===== src/rtl/sfs_pkg.sv =====
package sfs_pkg;

    localparam int unsigned CMD_BITS  = 8;
    localparam int unsigned DATA_BITS = 16;

    // Synchronized pin sample
    typedef struct packed {
        logic sclk;
        logic cs_n;
        logic din;
    } pin_t;

    // Events derived from two successive synchronized samples
    typedef struct packed {
        logic sclk_rise;
        logic sclk_fall;
        logic cs_fall;
        logic cs_rise;
        logic selected;
        logic din;
    } evt_t;

    typedef enum logic [0:0] {
        ST_IDLE  = 1'b0,
        ST_SHIFT = 1'b1
    } frame_state_e;

    localparam pin_t PIN_RESET = '{sclk: 1'b0, cs_n: 1'b1, din: 1'b0};

    function automatic int unsigned pos_width(input int unsigned frame_bits);
        return (frame_bits < 2) ? 1 : $clog2(frame_bits);
    endfunction

endpackage


===== src/rtl/sfs_sync.sv =====
module sfs_sync
    import sfs_pkg::*;
#(
    parameter int unsigned STAGES = 2
) (
    input  logic clk,
    input  logic rst,
    input  pin_t raw_i,
    output pin_t sync_o
);
    pin_t stage_q [STAGES];

    always_ff @(posedge clk) begin
        if (rst) begin
            for (int i = 0; i < int'(STAGES); i++) begin
                stage_q[i] <= PIN_RESET;
            end
        end else begin
            stage_q[0] <= raw_i;
            for (int i = 1; i < int'(STAGES); i++) begin
                stage_q[i] <= stage_q[i-1];
            end
        end
    end

    assign sync_o = stage_q[STAGES-1];
endmodule


===== src/rtl/sfs_edge.sv =====
module sfs_edge
    import sfs_pkg::*;
(
    input  logic clk,
    input  logic rst,
    input  pin_t sync_i,
    output evt_t ev_o
);
    logic sclk_prev_q;
    logic cs_n_prev_q;

    always_ff @(posedge clk) begin
        if (rst) begin
            sclk_prev_q <= PIN_RESET.sclk;
            cs_n_prev_q <= PIN_RESET.cs_n;
        end else begin
            sclk_prev_q <= sync_i.sclk;
            cs_n_prev_q <= sync_i.cs_n;
        end
    end

    always_comb begin
        ev_o.sclk_rise = sync_i.sclk & ~sclk_prev_q;
        ev_o.sclk_fall = ~sync_i.sclk & sclk_prev_q;
        ev_o.cs_fall   = cs_n_prev_q & ~sync_i.cs_n;
        ev_o.cs_rise   = ~cs_n_prev_q & sync_i.cs_n;
        ev_o.selected  = ~sync_i.cs_n;
        ev_o.din       = sync_i.din;
    end
endmodule


===== src/rtl/sfs_shifter.sv =====
module sfs_shifter
    import sfs_pkg::*;
#(
    parameter int unsigned FRAME_W = 24
) (
    input  logic               clk,
    input  logic               rst,
    input  evt_t               ev_i,
    output logic [FRAME_W-1:0] sr_o,
    output logic               dout_o
);
    logic [FRAME_W-1:0] sr_q;
    logic               dout_q;

    always_ff @(posedge clk) begin
        if (rst) begin
            sr_q   <= '0;
            dout_q <= 1'b0;
        end else begin
            if (ev_i.selected && ev_i.sclk_rise) begin
                sr_q <= {sr_q[FRAME_W-2:0], ev_i.din};
            end
            if (ev_i.cs_fall || (ev_i.selected && ev_i.sclk_fall)) begin
                dout_q <= sr_q[FRAME_W-1];
            end
        end
    end

    assign sr_o   = sr_q;
    assign dout_o = dout_q;
endmodule


===== src/rtl/sfs_frame_ctl.sv =====
module sfs_frame_ctl
    import sfs_pkg::*;
#(
    parameter int unsigned CMD_W  = 8,
    parameter int unsigned DATA_W = 16
) (
    input  logic                      clk,
    input  logic                      rst,
    input  evt_t                      ev_i,
    input  logic [CMD_W+DATA_W-1:0]   sr_i,
    output logic [CMD_W-1:0]          cmd_o,
    output logic [DATA_W-1:0]         data_o,
    output logic                      commit_o,
    output logic                      frame_err_o
);
    localparam int unsigned FRAME_W = CMD_W + DATA_W;
    localparam int unsigned POS_W   = pos_width(FRAME_W);
    localparam logic [POS_W-1:0] POS_LAST = POS_W'(FRAME_W - 1);

    frame_state_e      state_q;
    logic [POS_W-1:0]  pos_q;     // rising edges modulo frame length
    logic              full_q;    // at least one whole frame seen
    logic [CMD_W-1:0]  cmd_q;
    logic [DATA_W-1:0] data_q;
    logic              commit_q;
    logic              err_q;

    always_ff @(posedge clk) begin
        if (rst) begin
            state_q  <= ST_IDLE;
            pos_q    <= '0;
            full_q   <= 1'b0;
            cmd_q    <= '0;
            data_q   <= '0;
            commit_q <= 1'b0;
            err_q    <= 1'b0;
        end else begin
            commit_q <= 1'b0;
            err_q    <= 1'b0;
            unique case (state_q)
                ST_IDLE: begin
                    if (ev_i.cs_fall) begin
                        state_q <= ST_SHIFT;
                        pos_q   <= ev_i.sclk_rise ? POS_W'(1) : '0;
                        full_q  <= 1'b0;
                    end
                end
                ST_SHIFT: begin
                    if (ev_i.cs_rise) begin
                        state_q <= ST_IDLE;
                        if (full_q && (pos_q == '0)) begin
                            commit_q <= 1'b1;
                            cmd_q    <= sr_i[FRAME_W-1 -: CMD_W];
                            data_q   <= sr_i[DATA_W-1:0];
                        end else begin
                            err_q <= 1'b1;
                        end
                    end else if (ev_i.sclk_rise) begin
                        if (pos_q == POS_LAST) begin
                            pos_q  <= '0;
                            full_q <= 1'b1;
                        end else begin
                            pos_q <= pos_q + POS_W'(1);
                        end
                    end
                end
                default: state_q <= ST_IDLE;
            endcase
        end
    end

    assign cmd_o       = cmd_q;
    assign data_o      = data_q;
    assign commit_o    = commit_q;
    assign frame_err_o = err_q;
endmodule


===== src/rtl/cmdframe_spi_slave.sv =====
module cmdframe_spi_slave
    import sfs_pkg::*;
#(
    parameter int unsigned CMD_W       = CMD_BITS,
    parameter int unsigned DATA_W      = DATA_BITS,
    parameter int unsigned SYNC_STAGES = 2
) (
    input  logic              clk,
    input  logic              rst,
    input  logic              sclk_i,
    input  logic              cs_n_i,
    input  logic              din_i,
    output logic              dout_o,
    output logic              dout_oe_o,
    output logic [CMD_W-1:0]  cmd_o,
    output logic [DATA_W-1:0] data_o,
    output logic              commit_o,
    output logic              frame_err_o
);
    localparam int unsigned FRAME_W = CMD_W + DATA_W;

    pin_t               raw_w;
    pin_t               sync_w;
    evt_t               ev_w;
    logic [FRAME_W-1:0] sr_w;

    assign raw_w = '{sclk: sclk_i, cs_n: cs_n_i, din: din_i};

    sfs_sync #(.STAGES(SYNC_STAGES)) u_sync (
        .clk    (clk),
        .rst    (rst),
        .raw_i  (raw_w),
        .sync_o (sync_w)
    );

    sfs_edge u_edge (
        .clk    (clk),
        .rst    (rst),
        .sync_i (sync_w),
        .ev_o   (ev_w)
    );

    sfs_shifter #(.FRAME_W(FRAME_W)) u_shift (
        .clk    (clk),
        .rst    (rst),
        .ev_i   (ev_w),
        .sr_o   (sr_w),
        .dout_o (dout_o)
    );

    sfs_frame_ctl #(.CMD_W(CMD_W), .DATA_W(DATA_W)) u_ctl (
        .clk         (clk),
        .rst         (rst),
        .ev_i        (ev_w),
        .sr_i        (sr_w),
        .cmd_o       (cmd_o),
        .data_o      (data_o),
        .commit_o    (commit_o),
        .frame_err_o (frame_err_o)
    );

    assign dout_oe_o = ev_w.selected;
endmodule


===== config.mk =====
export PLATFORM = sky130hd
export DESIGN_NAME = cmdframe_spi_slave
export DESIGN_NICKNAME = d
export VERILOG_FILES = /design/src/rtl/sfs_pkg.sv /design/src/rtl/sfs_sync.sv /design/src/rtl/sfs_edge.sv /design/src/rtl/sfs_shifter.sv /design/src/rtl/sfs_frame_ctl.sv /design/src/rtl/cmdframe_spi_slave.sv
export SDC_FILE = /design/constraint.sdc
export NUM_CORES = 1
export LEC_CHECK = 0
export BUFFER_PORTS_ARGS = -buffer_cell sky130_fd_sc_hd__buf_2
export CORE_UTILIZATION = 25
export CTS_BUF_LIST = sky130_fd_sc_hd__clkbuf_16
export CTS_CLUSTER_SIZE = 30
export DETAILED_ROUTE_END_ITERATION = 16
export GPL_ROUTABILITY_DRIVEN = 0
export HOLD_SLACK_MARGIN = 0.06
export SLEW_MARGIN = 40
export SYNTH_ARGS = -nofsm -noshare
export SYNTH_HDL_FRONTEND = slang
export SYNTH_SLANG_ARGS = --single-unit

===== constraint.sdc =====
create_clock -name clk -period 1.6 [get_ports clk]
set_input_delay 0 -clock clk [delete_from_list [all_inputs] [get_ports clk]]
set_output_delay 0 -clock clk [all_outputs]
set_load 0.005 [all_outputs]

# Word-level counts from Yosys, hierarchy flattened
# Memory sizes are Yosys's and may differ from the RTL's.
# Index checks and enable logic that the tools add are counted.
# totals
register_bits	60
inputBits	5
output_inout_bits	28
ram_bits	6
elab_cells	60
memories	1
# memory_table
memory	words	width	rd	rd_ports_with_merged_regs	write_ports	line	source
u_sync.stage_q	2	3	2	0	2	sfs_sync.sv:11	pin_t stage_q [STAGES];
# classes
reduce_logical	9
n_mux	21
bitwise_logic	12
n_eq_ne	5
addsub	1
# op_table
cell	n
2-to-1 mux 5 bit	4
2-to-1 mux 1 bit	12
one-hot mux 5 bit (2 select lines)	1
2-to-1 mux 3 bit	2
!= test 2 bit (second input constant)	3
NOT 1 bit	6
AND reduction 3 bit	2
adder 5 x 1 -> 5 bit (second input constant)	1
equality test 5 bit (second input constant)	1
zero test 5 bit	1
AND 1 bit	4
one-hot mux 1 bit (2 select lines)	2
AND reduction 4 bit	1
logical AND 1 bit	3
OR reduction 3 bit	1
!= test 2 x 1 -> 1 bit (second input constant)	1
bitwise OR 1 bit	2
logical OR 1 bit	1

# Depth between registers and ports, before layout
# Gate-level depths: netlist of the first run.
# depth
depth_word	5
depth_mapped	8
depth_no_buf	6

# Modules after synthesis
# Synthesis of the first run repeated with hierarchy kept, for this count alone.
# hier_totals
hier_cells	297
area_unflattened_um2	2682.6
# modules_own_cells
module	instances	area_per_inst_um2	cells_per_inst
sfs_frame_ctl	1	1331.3	158
sfs_shifter	1	1082.3	114
sfs_sync	1	180.2	15
sfs_edge	1	88.8	10

# Least setup slack after synthesis of the first run
# No wires, ideal clock.
# synth_timing
path_type	register to register
start	register u_ctl.pos_q[0]
end	register u_ctl.cmd_q[3] (netlist: u_ctl.cmd_o[3])
n_path_buf	1
period_less_slack_ns	1.415
t_required_ns	1.465
stages_incl_launch_ff	8
arrival_ns	1.281
setup_slack_ns	0.185
cell_sequence	dfxtp_1 inv_1 ha_1 nor4b_4 nand4_1 buf_2 nand2_1 a21oi_2
# synth_between
elab_chain_cells	3
# synth_lines
item	line	source
from (decl)	sfs_frame_ctl.sv:21	logic [POS_W-1:0] pos_q;
from (signal assigned)	sfs_frame_ctl.sv:44	pos_q <= ev_i.sclk_rise ? POS_W'(1) : '0;
from (signal assigned)	sfs_frame_ctl.sv:63	pos_q <= pos_q + POS_W'(1);
zero test 5 bit	sfs_frame_ctl.sv:51	if (full_q && (pos_q == '0)) begin
logical AND 1 bit	sfs_frame_ctl.sv:51	
AND reduction 3 bit (no line)	n/a	
to (signal assigned)	sfs_frame_ctl.sv:53	cmd_q <= sr_i[FRAME_W-1 -: CMD_W];
to (decl)	sfs_frame_ctl.sv:23	logic [CMD_W-1:0] cmd_q;
# Every way passes these cells.
# A chain may end at the register's enable or synchronous reset.

# Worst setup path in the final report of the first run
# layout_timing
start	register u_ctl.pos_q[1]
end	register u_ctl.data_q[11] (netlist: u_ctl.data_o[11])
# layout_between
elab_chain_cells	3
# layout_lines
item	line	source
zero test 5 bit	sfs_frame_ctl.sv:51	
logical AND 1 bit	sfs_frame_ctl.sv:51	
AND reduction 3 bit (no line)	n/a	
to (signal assigned)	sfs_frame_ctl.sv:54	data_q <= sr_i[DATA_W-1:0];
to (decl)	sfs_frame_ctl.sv:24	logic [DATA_W-1:0] data_q;
# Every way passes these cells.

==> qor.yml, run 1 <==
clock_tree:
  ctsLongestPathBuffers: 2
  clock_tree.root_cell: "sky130_fd_sc_hd__clkbuf_16"
  htree_num_levels: 3
  cts_inserted_buffers: 9
  clock_sinks: 66
  cts.clk_slew.worst_paths_ns: 0.05
  tritoncts_clock_tree: "yes"
  clk_latency_ns: 0.32
power_and_ir_drop:
  fin_total_pwr_mw: 3.42
  clock_power_share_pct: 48.5
  switching_share_pct: 20.7
  share_comb_of_total_power_pct: 2.9
  seq_power_share_pct: 48.6
  p_leak_nw: 1.17
  ir_drop_mv: 0.458
  internal_power_mw: 2.71
  pwr_density_cell_mw_per_mm2: 1080
  power.net_switching_mw: 0.708
min_path:
  timing.hold.worst_endpoint: "u_sync.stage_q[0][4]$_SDFF_PP1_"
  hold_start: "u_sync.stage_q[0][1]$_SDFF_PP1_"
  hold_path_class: "flop to flop"
  worstHoldPathCells: 1
sta:
  min_period_over_period_pct: 95.9
  slew_limit_headroom_pct: 75.7
  final_max_slew_viol_count: 0
  finalClockSkew_ns: 0.00358
  finalHoldViolations: 0
  clock.fmax_mhz: 651
  final.min_clock_period_ns: 1.54
  max_slew.worst_pin.slew_ns: 0.364
  finalSetupViolations: 0
global_route:
  grt_start_max_net_pins: 50
  grt_first_pass_wirelength_mm: 8.20
  first_global_vias: 1799
  grt_overflow: 0
  antenna_found_initial: 0
  grt_use_total_pct: 10.4
yosys:
  synth_seq_cells: 66
  synth_top_flop_cell: "sky130_fd_sc_hd__dfxtp_1"
  area_share_of_the_largest_cell_type_after_synthesis_pct: 53.5
  syn_nets: 295
  syn-mean-instance-area_um2: 8.58
  ys_async_sr_fraction_pct: 0
  yosys-top-cells-area: "sky130_fd_sc_hd__dfxtp_1 53%, sky130_fd_sc_hd__nand2_1 15%, sky130_fd_sc_hd__a21oi_1 7.7%"
  synth_cell_types: 33
  ys_seq_area_share_pct: 53.5
  synth_top_area_cell: "sky130_fd_sc_hd__dfxtp_1"
  syn-instance-count: 288
  synth_edf_count: 0
  syn-cell-area_mm2: 0.00247
  ys_warn_count: 0
worst_setup_path:
  r2r_cells: 7
  start_kind: "flop"
  cp_top_family: "simple AND/OR/NAND/NOR gates"
  critical_path_buf_inv_count: 2
  crit_path_largest_cell_delay_ns: 0.35
  critical_path_data_required_time_ns: 1.86
  critPathMaxFanout: 6
  worstSetupPathType: "flop to flop"
  rr_endpoint: "u_ctl.data_o[11]$_SDFFE_PP0P_"
  crit_path_end_kind: "flop"
  cell_by_cell_trace_of_the_critical_path: "inv_2 > ha_2 > nor4b_4 > and4_4 > clkbuf_16 > nand2_1 > a21oi_2"
  arrival_time_worst_endpoint_ns: 1.79
  slowest_stage: "sky130_fd_sc_hd__and4_4"
  reg2reg_setup_slack_ns: 0.06
  regToRegStartpoint: "u_ctl.pos_q[1]$_SDFFE_PP0P_"
layout:
  share_of_post_route_cells_with_drive_strength_above_1_pct: 23.7
  final_net_count: 336
  fin_util_pct: 33.6
  n_antenna_cell: 0
  area_delta_synth_final_pct: 28.1
die:
  die_area_mm2: 0.0103
  core_mm2: 0.00942
  core.rowCount: 35
  pin_count: 33
  die_width_um: 101
  initial_core_util_pct: 26.2
  die_height_um: 101
route:
  detail_route.wl_per_cell_um: 11.6
  firstDrtPassIters: 5
  total_length_of_routed_wires_mm: 5.37
  route.detailed.vias_per_inst: 4.33
  drt_drc_violations_left: 0
  routed-via-count: 2004
  initialDrtViolationCount: 92
  final_antenna_net_count: 0
place:
  portBuffers: 32
  dpl.hpwl_mm: 3.28
status:
  run_status: "completed"
flow_run:
  maxCapViolCount: 0
power by group through the flow:
stage	Sequential (mW)	Clock, mW	Combinational (mW)
floorplan	1.70	0	0.0605
global placement	1.70	0	0.0858
detailed placement	1.70	0	0.0870
CTS	1.66	1.70	0.0965
global route	1.66	1.79	0.108
finish	1.66	1.66	0.0991
timing repair:
action / in CTS / in global routing
endpoints found under the hold margin: 4 / 0
gates resized for setup: 0 / 5
buffers inserted: 0 / 1
setup endpoints to repair: 0 / 24
hold buffers: 5 / 0
cells in the mapped netlist, types with 2 or more instances:
| library cell | instances |
|---|---|
| sky130_fd_sc_hd__nand2_1 | 101 |
| sky130_fd_sc_hd__dfxtp_1 | 66 |
| sky130_fd_sc_hd__a21oi_1 | 38 |
| sky130_fd_sc_hd__a21oi_2 | 13 |
| sky130_fd_sc_hd__clkbuf_1 | 8 |
| sky130_fd_sc_hd__nor2b_1 | 7 |
| sky130_fd_sc_hd__buf_2 | 6 |
| sky130_fd_sc_hd__nor2_1 | 5 |
| sky130_fd_sc_hd__inv_1 | 4 |
| sky130_fd_sc_hd__nand3_1 | 4 |
| sky130_fd_sc_hd__nand4_1 | 3 |
| sky130_fd_sc_hd__or2_2 | 3 |
| sky130_fd_sc_hd__a211oi_1 | 2 |
| sky130_fd_sc_hd__buf_8 | 2 |
| sky130_fd_sc_hd__ha_1 | 2 |
| sky130_fd_sc_hd__mux2_2 | 2 |
| sky130_fd_sc_hd__mux2i_1 | 2 |
| sky130_fd_sc_hd__nand2b_1 | 2 |
| sky130_fd_sc_hd__nand3b_1 | 2 |
| sky130_fd_sc_hd__nor3_1 | 2 |
| sky130_fd_sc_hd__o21ai_0 | 2 |
metal layers:
layer | routed length (um) | vias up | track usage, %
met1 | 2560 | 920 | 13.0
met4 | 43 | 0 | 3.68
li1 | - | 1024 | -
met2 | 2440 | 55 | 16.1
met5 | 0 | - | 0
met3 | 320 | 5 | 4.14
state kept, by name, summed over array words and instances, names as in the netlist:
signal and flops:
u_edge.sclk_prev_q 1, u_shift.dout_o 1, u_ctl.frame_err_o 1, u_ctl.cmd_o 8
u_shift.sr_o 24, u_ctl.state_q 1, u_edge.cs_n_prev_q 1, u_ctl.commit_o 1
u_ctl.full_q 1, u_ctl.pos_q 5, u_ctl.data_o 16, u_sync.stage_q 6
cells in the final DEF, fill, tap and decap left out, types with 2 or more instances in the layout:
cell type | synthesis | final
sky130_fd_sc_hd__dlygate4sd3_1 | 0 | 5
sky130_fd_sc_hd__o21ai_0 | 2 | 2
sky130_fd_sc_hd__nand3_1 | 4 | 4
sky130_fd_sc_hd__buf_6 | 1 | 2
sky130_fd_sc_hd__clkinv_2 | 0 | 3
sky130_fd_sc_hd__nand3b_1 | 2 | 2
sky130_fd_sc_hd__dfxtp_1 | 66 | 66
sky130_fd_sc_hd__nor3_1 | 2 | 2
sky130_fd_sc_hd__nand2b_1 | 2 | 2
sky130_fd_sc_hd__mux2_2 | 2 | 2
sky130_fd_sc_hd__or2_2 | 3 | 3
sky130_fd_sc_hd__clkbuf_16 | 0 | 11
sky130_fd_sc_hd__buf_12 | 0 | 3
sky130_fd_sc_hd__inv_1 | 4 | 6
sky130_fd_sc_hd__a211oi_1 | 2 | 2
sky130_fd_sc_hd__nor2b_1 | 7 | 7
sky130_fd_sc_hd__mux2i_1 | 2 | 2
sky130_fd_sc_hd__a21oi_1 | 38 | 37
sky130_fd_sc_hd__a21oi_2 | 13 | 14
sky130_fd_sc_hd__nor2_1 | 5 | 5
sky130_fd_sc_hd__buf_2 | 6 | 32
sky130_fd_sc_hd__nand2_1 | 101 | 101
sky130_fd_sc_hd__buf_4 | 0 | 4
sky130_fd_sc_hd__nand4_1 | 3 | 3
per-stage QoR:
stage	cell area, um^2	hold WS [ns]	setup TNS (ns)	worst slack, ns	std cells
after floorplan	2470	0.104	0	0.185	288
after global placement	2780	0.184	0	0.138	438
after detailed placement	2780	0.191	0	0.0885	438
after CTS	3080	0.416	0	0.0701	459
after global routing	3160	0.421	-0.135	-0.0207	463
final	3160	0.413	0	0.0648	463
area by class of cell:
class                      instances  area [um^2]
sequential                        66         1320
multi-input combinational        200         1040
inverter                           4         15.0
tap                              129          161
clock inverter                     7         30.0
timing repair buffer              48          373
fill                             995         6250
clock buffer                       9          225
how the worst max path moves through the flow:
stage,to,slack [ns],from,depth (start not counted)
global route,u_ctl.data_o[0]$_SDFFE_PP0P_,-0.02,u_ctl.pos_q[1]$_SDFFE_PP0P_,8
floorplan,u_ctl.cmd_o[3]$_SDFFE_PP0P_,0.18,u_ctl.pos_q[0]$_SDFFE_PP0P_,7
detailed placement,u_ctl.cmd_o[0]$_SDFFE_PP0P_,0.09,u_ctl.pos_q[1]$_SDFFE_PP0P_,7
finish,u_ctl.data_o[11]$_SDFFE_PP0P_,0.06,u_ctl.pos_q[1]$_SDFFE_PP0P_,7
global placement,u_ctl.cmd_o[3]$_SDFFE_PP0P_,0.14,u_ctl.pos_q[1]$_SDFFE_PP0P_,7
CTS,u_ctl.cmd_o[0]$_SDFFE_PP0P_,0.07,u_ctl.pos_q[1]$_SDFFE_PP0P_,7
cell families after synthesis:
| kind of cell | synth area share [%] |
|---|---|
| compound gates | 14.3 |
| mux | 1.72 |
| flops | 53.5 |
| buf+inv | 4.86 |
| simple gates | 24.6 |
| fa+ha+maj | 1.01 |
Power figures use the tool's default switching activity.
==> run 2, diff against run 1 <==
==> constraint.sdc (replaced) <==
create_clock -name clk -period 1.95 [get_ports clk]
set_input_delay 0.0975 -clock clk [delete_from_list [all_inputs] [get_ports clk]]
set_output_delay 0.0975 -clock clk [all_outputs]
set_load 0.05 [all_outputs]
==> qor.yml, run 2 (same netlist as run 1, synthesis figures left out) <==
worst_setup_path:
  regToRegStartpoint: "u_ctl.pos_q[0]$_SDFFE_PP0P_"
  critical_path_data_required_time_ns: 2.20  # +0.34 ns
  r2r_cells: 7  # unchanged
  worstSetupPathType: "flop to flop"
  critPathMaxFanout: 24  # +18
  reg2reg_setup_slack_ns: 0.35  # +0.29 ns
  crit_path_end_kind: "flop"
  start_kind: "flop"
  arrival_time_worst_endpoint_ns: 1.85  # +0.06 ns
  rr_endpoint: "u_ctl.cmd_o[0]$_SDFFE_PP0P_"
power_and_ir_drop:
  ir_drop_mv: 0.365  # -20%
  pwr_density_cell_mw_per_mm2: 963  # -11%
  p_leak_nw: 1.13  # -3.8%
global_route:
  first_global_vias: 1753  # -2.6%
  grt_start_max_net_pins: 55  # +10%
  grt_use_total_pct: 10.7  # +0.37 points
  grt_overflow: 0  # unchanged
  antenna_found_initial: 0  # unchanged
  grt_first_pass_wirelength_mm: 8.25  # +0.59%
route:
  initialDrtViolationCount: 76  # -17%
  detail_route.wl_per_cell_um: 11.0  # -4.9%
  firstDrtPassIters: 5  # unchanged
  drt_drc_violations_left: 0  # unchanged
  route.detailed.vias_per_inst: 4.29  # -0.78%
  final_antenna_net_count: 0  # unchanged
  total_length_of_routed_wires_mm: 5.01  # -6.5%
  routed-via-count: 1954  # -2.5%
die:
  core_mm2: 0.00942  # unchanged
  initial_core_util_pct: 26.2  # unchanged
  die_height_um: 101  # unchanged
  core.rowCount: 35  # unchanged
  die_width_um: 101  # unchanged
  die_area_mm2: 0.0103  # unchanged
  pin_count: 33  # unchanged
min_path:
  hold_path_class: "input pin to flop"
  hold_start: "rst"
  worstHoldPathCells: 2  # +1
  timing.hold.worst_endpoint: "u_ctl.data_o[7]$_SDFFE_PP0P_"
sta:
  final_max_slew_viol_count: 0  # unchanged
  finalHoldViolations: 0  # unchanged
  clock.fmax_mhz: 626  # -3.9%
  finalSetupViolations: 0  # unchanged
  total_negative_slack_for_setup_checks_ns: 0  # unchanged
  min_period_over_period_pct: 81.9  # -14 points
  max_slew.worst_pin.slew_ns: 0.373  # +0.00836 ns
  slew_limit_headroom_pct: 75.1  # -0.54 points
  finalClockSkew_ns: 0.00264  # -0.000938 ns
  rsz_0062_raised_after_global_routing: "no"
  final.min_clock_period_ns: 1.60  # +0.0617 ns
clock_tree:
  clock_sinks: 66  # unchanged
  ctsLongestPathBuffers: 2  # unchanged
  htree_num_levels: 3  # unchanged
  clock_tree.root_cell: "sky130_fd_sc_hd__clkbuf_16"
  cts_inserted_buffers: 9  # unchanged
  post_cts.repair.setup_buffers: 0  # unchanged
  cts.clk_slew.worst_paths_ns: 0.05  # about the same
  tritoncts_clock_tree: "yes"
  clk_latency_ns: 0.32  # about the same
layout:
  post-route-cell-area_mm2: 0.00305  # -3.7%
  fin_util_pct: 32.4  # -1.2 points
  final_common_cell: "sky130_fd_sc_hd__nand2_1"
  n_antenna_cell: 0  # unchanged
  largest_register_ffs: 24  # unchanged
  final_net_count: 328  # -2.4%
  most-common-layout-cells: "101 x sky130_fd_sc_hd__nand2_1, 66 x sky130_fd_sc_hd__dfxtp_1, 38 x sky130_fd_sc_hd__a21oi_1"
  share_of_post_route_cells_with_drive_strength_above_1_pct: 21.2  # -2.5 points
  area_delta_synth_final_pct: 23.4
  final.fill_count: 981  # -1.4%
place:
  dpl.hpwl_mm: 3.22  # -1.7%
  portBuffers: 32  # unchanged
  dpl-instance-area_mm2: 0.00274  # -1.4%
status:
  run_status: "completed"
flow_run:
  maxCapViolCount: 0  # unchanged
==> run 2: cell count changes in the layout (fill, tap and decap cells not counted), sizes merged <==
cell,change
inv,+1
buf,-4
clkbuf,-2
bufinv,+1
dlygate4sd3,-2
clkinv,-2
==> run 2: how the worst max path moves through the flow <==
stage          slack, ns                        start  cells past startpoint                      endpoint
3_5_place_dp        0.33  u_ctl.pos_q[0]$_SDFFE_PP0P_                      7   u_ctl.cmd_o[0]$_SDFFE_PP0P_
4_1_cts             0.32  u_ctl.pos_q[0]$_SDFFE_PP0P_                      7   u_ctl.cmd_o[0]$_SDFFE_PP0P_
2_1_floorplan       0.53  u_ctl.pos_q[0]$_SDFFE_PP0P_                      7   u_ctl.cmd_o[3]$_SDFFE_PP0P_
5_1_grt             0.20  u_ctl.pos_q[0]$_SDFFE_PP0P_                      7   u_ctl.cmd_o[5]$_SDFFE_PP0P_
3_3_place_gp        0.38  u_ctl.pos_q[0]$_SDFFE_PP0P_                      7  u_ctl.data_o[2]$_SDFFE_PP0P_
6_report            0.35  u_ctl.pos_q[0]$_SDFFE_PP0P_                      7   u_ctl.cmd_o[0]$_SDFFE_PP0P_
==> run 2: layout make-up <==
cell class              count  area [um^2]  share of cell area, %
flip-flops and latches     66         1320                   43.4
multi-input cells         200         1030                   33.8
repair buffers             40          240                   7.89
clock buffers               9          225                   7.39
well taps                 129          161                   5.30
clock inverters             7         55.1                   1.81
inverters                   4         15.0                  0.493
==> run 2: what timing repair did <==
item	CTS	global route
endpoints found under the hold margin	3	0
resized for setup	0	0
hold buffers	3	0
==> run 2: critical path, stage by stage (launching register included) <==
cell and delay [ns]:
sky130_fd_sc_hd__dfxtp_1 0.34, sky130_fd_sc_hd__inv_1 0.07, sky130_fd_sc_hd__ha_1 0.14, sky130_fd_sc_hd__nor4b_4 0.25
sky130_fd_sc_hd__and4_1 0.23, sky130_fd_sc_hd__buf_4 0.25, sky130_fd_sc_hd__nand2_1 0.09, sky130_fd_sc_hd__a21oi_1 0.14
==> run 2: metal layers <==
metal	global-route usage, %	vias to the layer above	share of wire [%]
met5	0	-	0
met1	13.1	895	48
met2	16.3	43	45
met3	4.76	9	5.8
li1	-	1007	-
met4	4.91	0	1.7
==> run 2: per-stage QoR <==
step,std cells,power [mW],worst slack (ns),hold slack (ns)
3_5_place_dp,436,1.46,0.331,0.305
3_3_place_gp,436,1.46,0.381,0.303
5_1_grt,455,3.05,0.204,0.132
2_1_floorplan,288,1.44,0.528,0.201
6_report,455,2.94,0.353,0.120
4_1_cts,455,2.98,0.319,0.109
==> run 2: where the power goes <==
group,total (mW),internal [mW],switching [mW]
combinational,0.0715,0.0267,0.0448
sequential,1.37,1.36,0.00773
clock,1.50,0.964,0.532
==> run 3, diff against run 2 <==
--- a/config.mk
+++ b/config.mk
@@ -5,6 +5,7 @@
 export SDC_FILE = /design/constraint.sdc
 export NUM_CORES = 1
 export LEC_CHECK = 0
+export ABC_AREA = 1
 export BUFFER_PORTS_ARGS = -buffer_cell sky130_fd_sc_hd__buf_2
 export CORE_UTILIZATION = 25
 export CTS_BUF_LIST = sky130_fd_sc_hd__clkbuf_16
==> constraint.sdc (replaced) <==
create_clock -name clk -period 1.4 [get_ports clk]
set_input_delay 0.07 -clock clk [delete_from_list [all_inputs] [get_ports clk]]
set_output_delay 0.07 -clock clk [all_outputs]
set_load 0.05 [all_outputs]
==> qor.yml, run 3 <==
die:
  die_area_mm2: 0.0100  # -2.3%
  core.rowCount: 35  # unchanged
  die_width_um: 100  # -1.2%
  die_height_um: 100  # -1.2%
  initial_core_util_pct: 26.0  # -0.26 points
  pin_count: 33  # unchanged
  core_mm2: 0.00928  # -1.4%
sta:
  max_slew.worst_pin.slew_ns: 0.343  # -0.0294 ns
  min_period_over_period_pct: 103  # +21 points
  final_max_slew_viol_count: 0  # unchanged
  finalClockSkew_ns: 0.00786  # +0.00522 ns
  slew_limit_headroom_pct: 77.0  # +1.9 points
  finalHoldViolations: 0  # unchanged
  setup_ws_ns: -0.0409  # -0.394 ns
  clock.fmax_mhz: 694  # +11%
  finalSetupViolations: 15  # +15
  final.min_clock_period_ns: 1.44  # -0.156 ns
  rsz_0062_raised_after_global_routing: "yes"
yosys:
  ys_async_sr_fraction_pct: 0  # unchanged
  yosys-top-cells-area: "sky130_fd_sc_hd__dfxtp_1 55%, sky130_fd_sc_hd__o21ai_0 11%, sky130_fd_sc_hd__nor2_1 9.8%"
  ys_seq_area_share_pct: 54.8  # +1.3 points
  yosysMostFrequentCell: "sky130_fd_sc_hd__dfxtp_1"
  synth_seq_cells: 66  # unchanged
  syn-instance-count: 309  # +7.3%
  synth_top_flop_cell: "sky130_fd_sc_hd__dfxtp_1"
  ys_warn_count: 0  # unchanged
  syn-cell-area_mm2: 0.00241  # -2.4%
  synth_cell_types: 18  # -45%
  synth_top_area_cell: "sky130_fd_sc_hd__dfxtp_1"
  syn-mean-instance-area_um2: 7.80  # -9.0%
  area_share_of_the_largest_cell_type_after_synthesis_pct: 54.8  # +1.3 points
  synth_commonest_cells: "66 x sky130_fd_sc_hd__dfxtp_1, 63 x sky130_fd_sc_hd__nor2_1, 52 x sky130_fd_sc_hd__o21ai_0, 40 x sky130_fd_sc_hd__inv_1, 31 x sky130_fd_sc_hd__a21oi_1"
  syn_nets: 316  # +7.1%
  synth_edf_count: 0  # unchanged
power_and_ir_drop:
  p_leak_nw: 1.42  # +26%
  ir_drop_mv: 0.575  # +58%
  pwr_density_cell_mw_per_mm2: 1320  # +37%
worst_setup_path:
  cell_by_cell_trace_of_the_critical_path: "inv_2 > ha_4 > nand3_4 > nor3_4 > buf_6 > clkbuf_16 > o21ai_1 > nor2_1"
  rr_endpoint: "u_ctl.data_o[6]$_SDFFE_PP0P_"
  start_kind: "flop"
  r2r_cells: 8  # +1
  regToRegStartpoint: "u_ctl.pos_q[0]$_SDFFE_PP0P_"
  critPathMaxFanout: 6  # -75%
  slowest_stage: "sky130_fd_sc_hd__dfxtp_2"
  startpoint: "u_ctl.pos_q[0]$_SDFFE_PP0P_"
  crit_path_largest_cell_delay_ns: 0.32  # -0.02 ns
  critical_path_buf_inv_count: 3  # +1
  arrival_time_worst_endpoint_ns: 1.70  # -0.15 ns
  crit_path_end_kind: "flop"
  worstSetupPathType: "flop to flop"
  critical_path_depth: 8  # +1
  reg2reg_setup_slack_ns: -0.04  # -0.39 ns
  crit_end: "u_ctl.data_o[6]$_SDFFE_PP0P_"
  critical_path_data_required_time_ns: 1.66  # -0.54 ns
  cp_top_family: "simple AND/OR/NAND/NOR gates"
clock_tree:
  clock_sinks: 66  # unchanged
  cts_inserted_buffers: 9  # unchanged
  ctsLongestPathBuffers: 2  # unchanged
  clk_latency_ns: 0.33  # about the same
  clock_tree.root_cell: "sky130_fd_sc_hd__clkbuf_16"
  htree_num_levels: 3  # unchanged
  tritoncts_clock_tree: "yes"
  cts.clk_slew.worst_paths_ns: 0.05  # about the same
route:
  routed-via-count: 2084  # +6.7%
  initialDrtViolationCount: 138  # +82%
  firstDrtPassIters: 4  # -1
  detail_route.wl_per_cell_um: 10.9  # -0.75%
  total_length_of_routed_wires_mm: 5.35  # +6.7%
  drt_drc_violations_left: 0  # unchanged
  final_antenna_net_count: 0  # unchanged
  route.detailed.vias_per_inst: 4.26  # -0.76%
place:
  dpl.hpwl_mm: 3.13  # -2.8%
  place_inst: 464  # +6.4%
  portBuffers: 32  # unchanged
  dpl-instance-area_mm2: 0.00275  # +0.37%
global_route:
  grt_first_pass_wirelength_mm: 8.58  # +3.9%
  first_global_vias: 1976  # +13%
  antenna_found_initial: 0  # unchanged
  grt_start_max_net_pins: 49  # -11%
  grt_overflow: 0  # unchanged
  grt_use_total_pct: 10.9  # +0.16 points
layout:
  most-common-layout-cells: "64 x sky130_fd_sc_hd__dfxtp_1, 62 x sky130_fd_sc_hd__nor2_1, 44 x sky130_fd_sc_hd__o21ai_0"
  share_of_post_route_cells_with_drive_strength_above_1_pct: 21.1  # -0.055 points
  final_common_cell: "sky130_fd_sc_hd__dfxtp_1"
  final_net_count: 362  # +10%
  fin_util_pct: 34.4  # +2.0 points
  post-route-cell-area_mm2: 0.00319  # +4.7%
  n_antenna_cell: 0  # unchanged
  largest_register_ffs: 24  # unchanged
  area_delta_synth_final_pct: 32.3
  instances_no_fill: 489  # +7.5%
status:
  failed_checks: "setup timing"
  run_status: "finished with violations"
flow_run:
  maxCapViolCount: 0  # unchanged
min_path:
  hold_path_class: "input pin to flop"
[run 3: cell types whose count changed after synthesis, moves of 3 or more]
cell and change:
sky130_fd_sc_hd__nand3_1 +4, sky130_fd_sc_hd__nor2_1 +58, sky130_fd_sc_hd__inv_1 +36, sky130_fd_sc_hd__nand2_1 -76, sky130_fd_sc_hd__o21ai_0 +50, sky130_fd_sc_hd__nor2b_1 -7
sky130_fd_sc_hd__a21oi_2 -13, sky130_fd_sc_hd__a21oi_1 -7, sky130_fd_sc_hd__buf_2 -3
[run 3: worst min path at each step]
| stage | from | endpoint | cells past startpoint | slack [ns] |
|---|---|---|---|---|
| 2_1_floorplan | cs_n_i | u_sync.stage_q[0][1]$_SDFF_PP1_ | 1 | 0.17 |
| 3_3_place_gp | cs_n_i | u_sync.stage_q[0][1]$_SDFF_PP1_ | 2 | 0.26 |
| 3_5_place_dp | cs_n_i | u_sync.stage_q[0][1]$_SDFF_PP1_ | 2 | 0.26 |
| 4_1_cts | rst | u_sync.stage_q[0][2]$_SDFF_PP0_ | 3 | 0.11 |
| 5_1_grt | rst | u_ctl.state_q$_SDFF_PP0_ | 3 | 0.15 |
| 6_report | rst | u_ctl.state_q$_SDFF_PP0_ | 3 | 0.10 |
[run 3: tightest hold or removal path, cell delays in order]
cell and delay (ns):
sky130_fd_sc_hd__buf_2 0.09, sky130_fd_sc_hd__buf_4 0.17, sky130_fd_sc_hd__a21oi_1 0.05
[run 3: per-stage QoR]
| stage | TNS, ns | worst slack, ns | hold WS, ns | power, mW |
|---|---|---|---|---|
| after floorplan | 0 | 0.0182 | 0.174 | 2.05 |
| after global placement | 0 | 0.0659 | 0.257 | 2.10 |
| after detailed placement | 0 | 0.0289 | 0.258 | 2.10 |
| after CTS | 0 | 0.0153 | 0.112 | 4.26 |
| after global routing | -2.58 | -0.137 | 0.148 | 4.38 |
| final | -0.364 | -0.0409 | 0.104 | 4.22 |
[run 3: cell type report]
| type | instances | area (um^2) |
|---|---|---|
| flip-flops and latches | 66 | 1320 |
| well taps | 129 | 161 |
| multi-input cells | 187 | 905 |
| repair inverters | 1 | 6.26 |
| repair buffers | 49 | 345 |
| clock buffers | 9 | 225 |
| inverters | 41 | 163 |
| fillers | 1026 | 6090 |
| clock inverters | 7 | 61.3 |
[run 3: cell families after synthesis]
logic type / synth area share, %
simple gates: 17.4
compound gates: 17.2
flops: 54.8
buf+inv: 9.50
fa+ha+maj: 1.04
[run 3: power breakdown]
part           leakage [nW]  switching, mW  internal, mW
clock network         0.138          0.782          1.35
logic                 0.745         0.0994        0.0661
registers             0.535         0.0156          1.91
[run 3: routing by layer]
layer	share of wire (%)	global-route usage (%)
met5	0	0
met3	4.5	2.86
met2	45	18.0
met4	2.5	7.02
met1	48	12.5
[run 3: timing repair]
action | 4_1_cts | 5_1_grt
setup buffers | 0 | 3
hold buffers | 3 | 0
gates resized for setup | 0 | 28
hold endpoints to repair | 3 | 0
setup endpoints to repair | 0 | 30
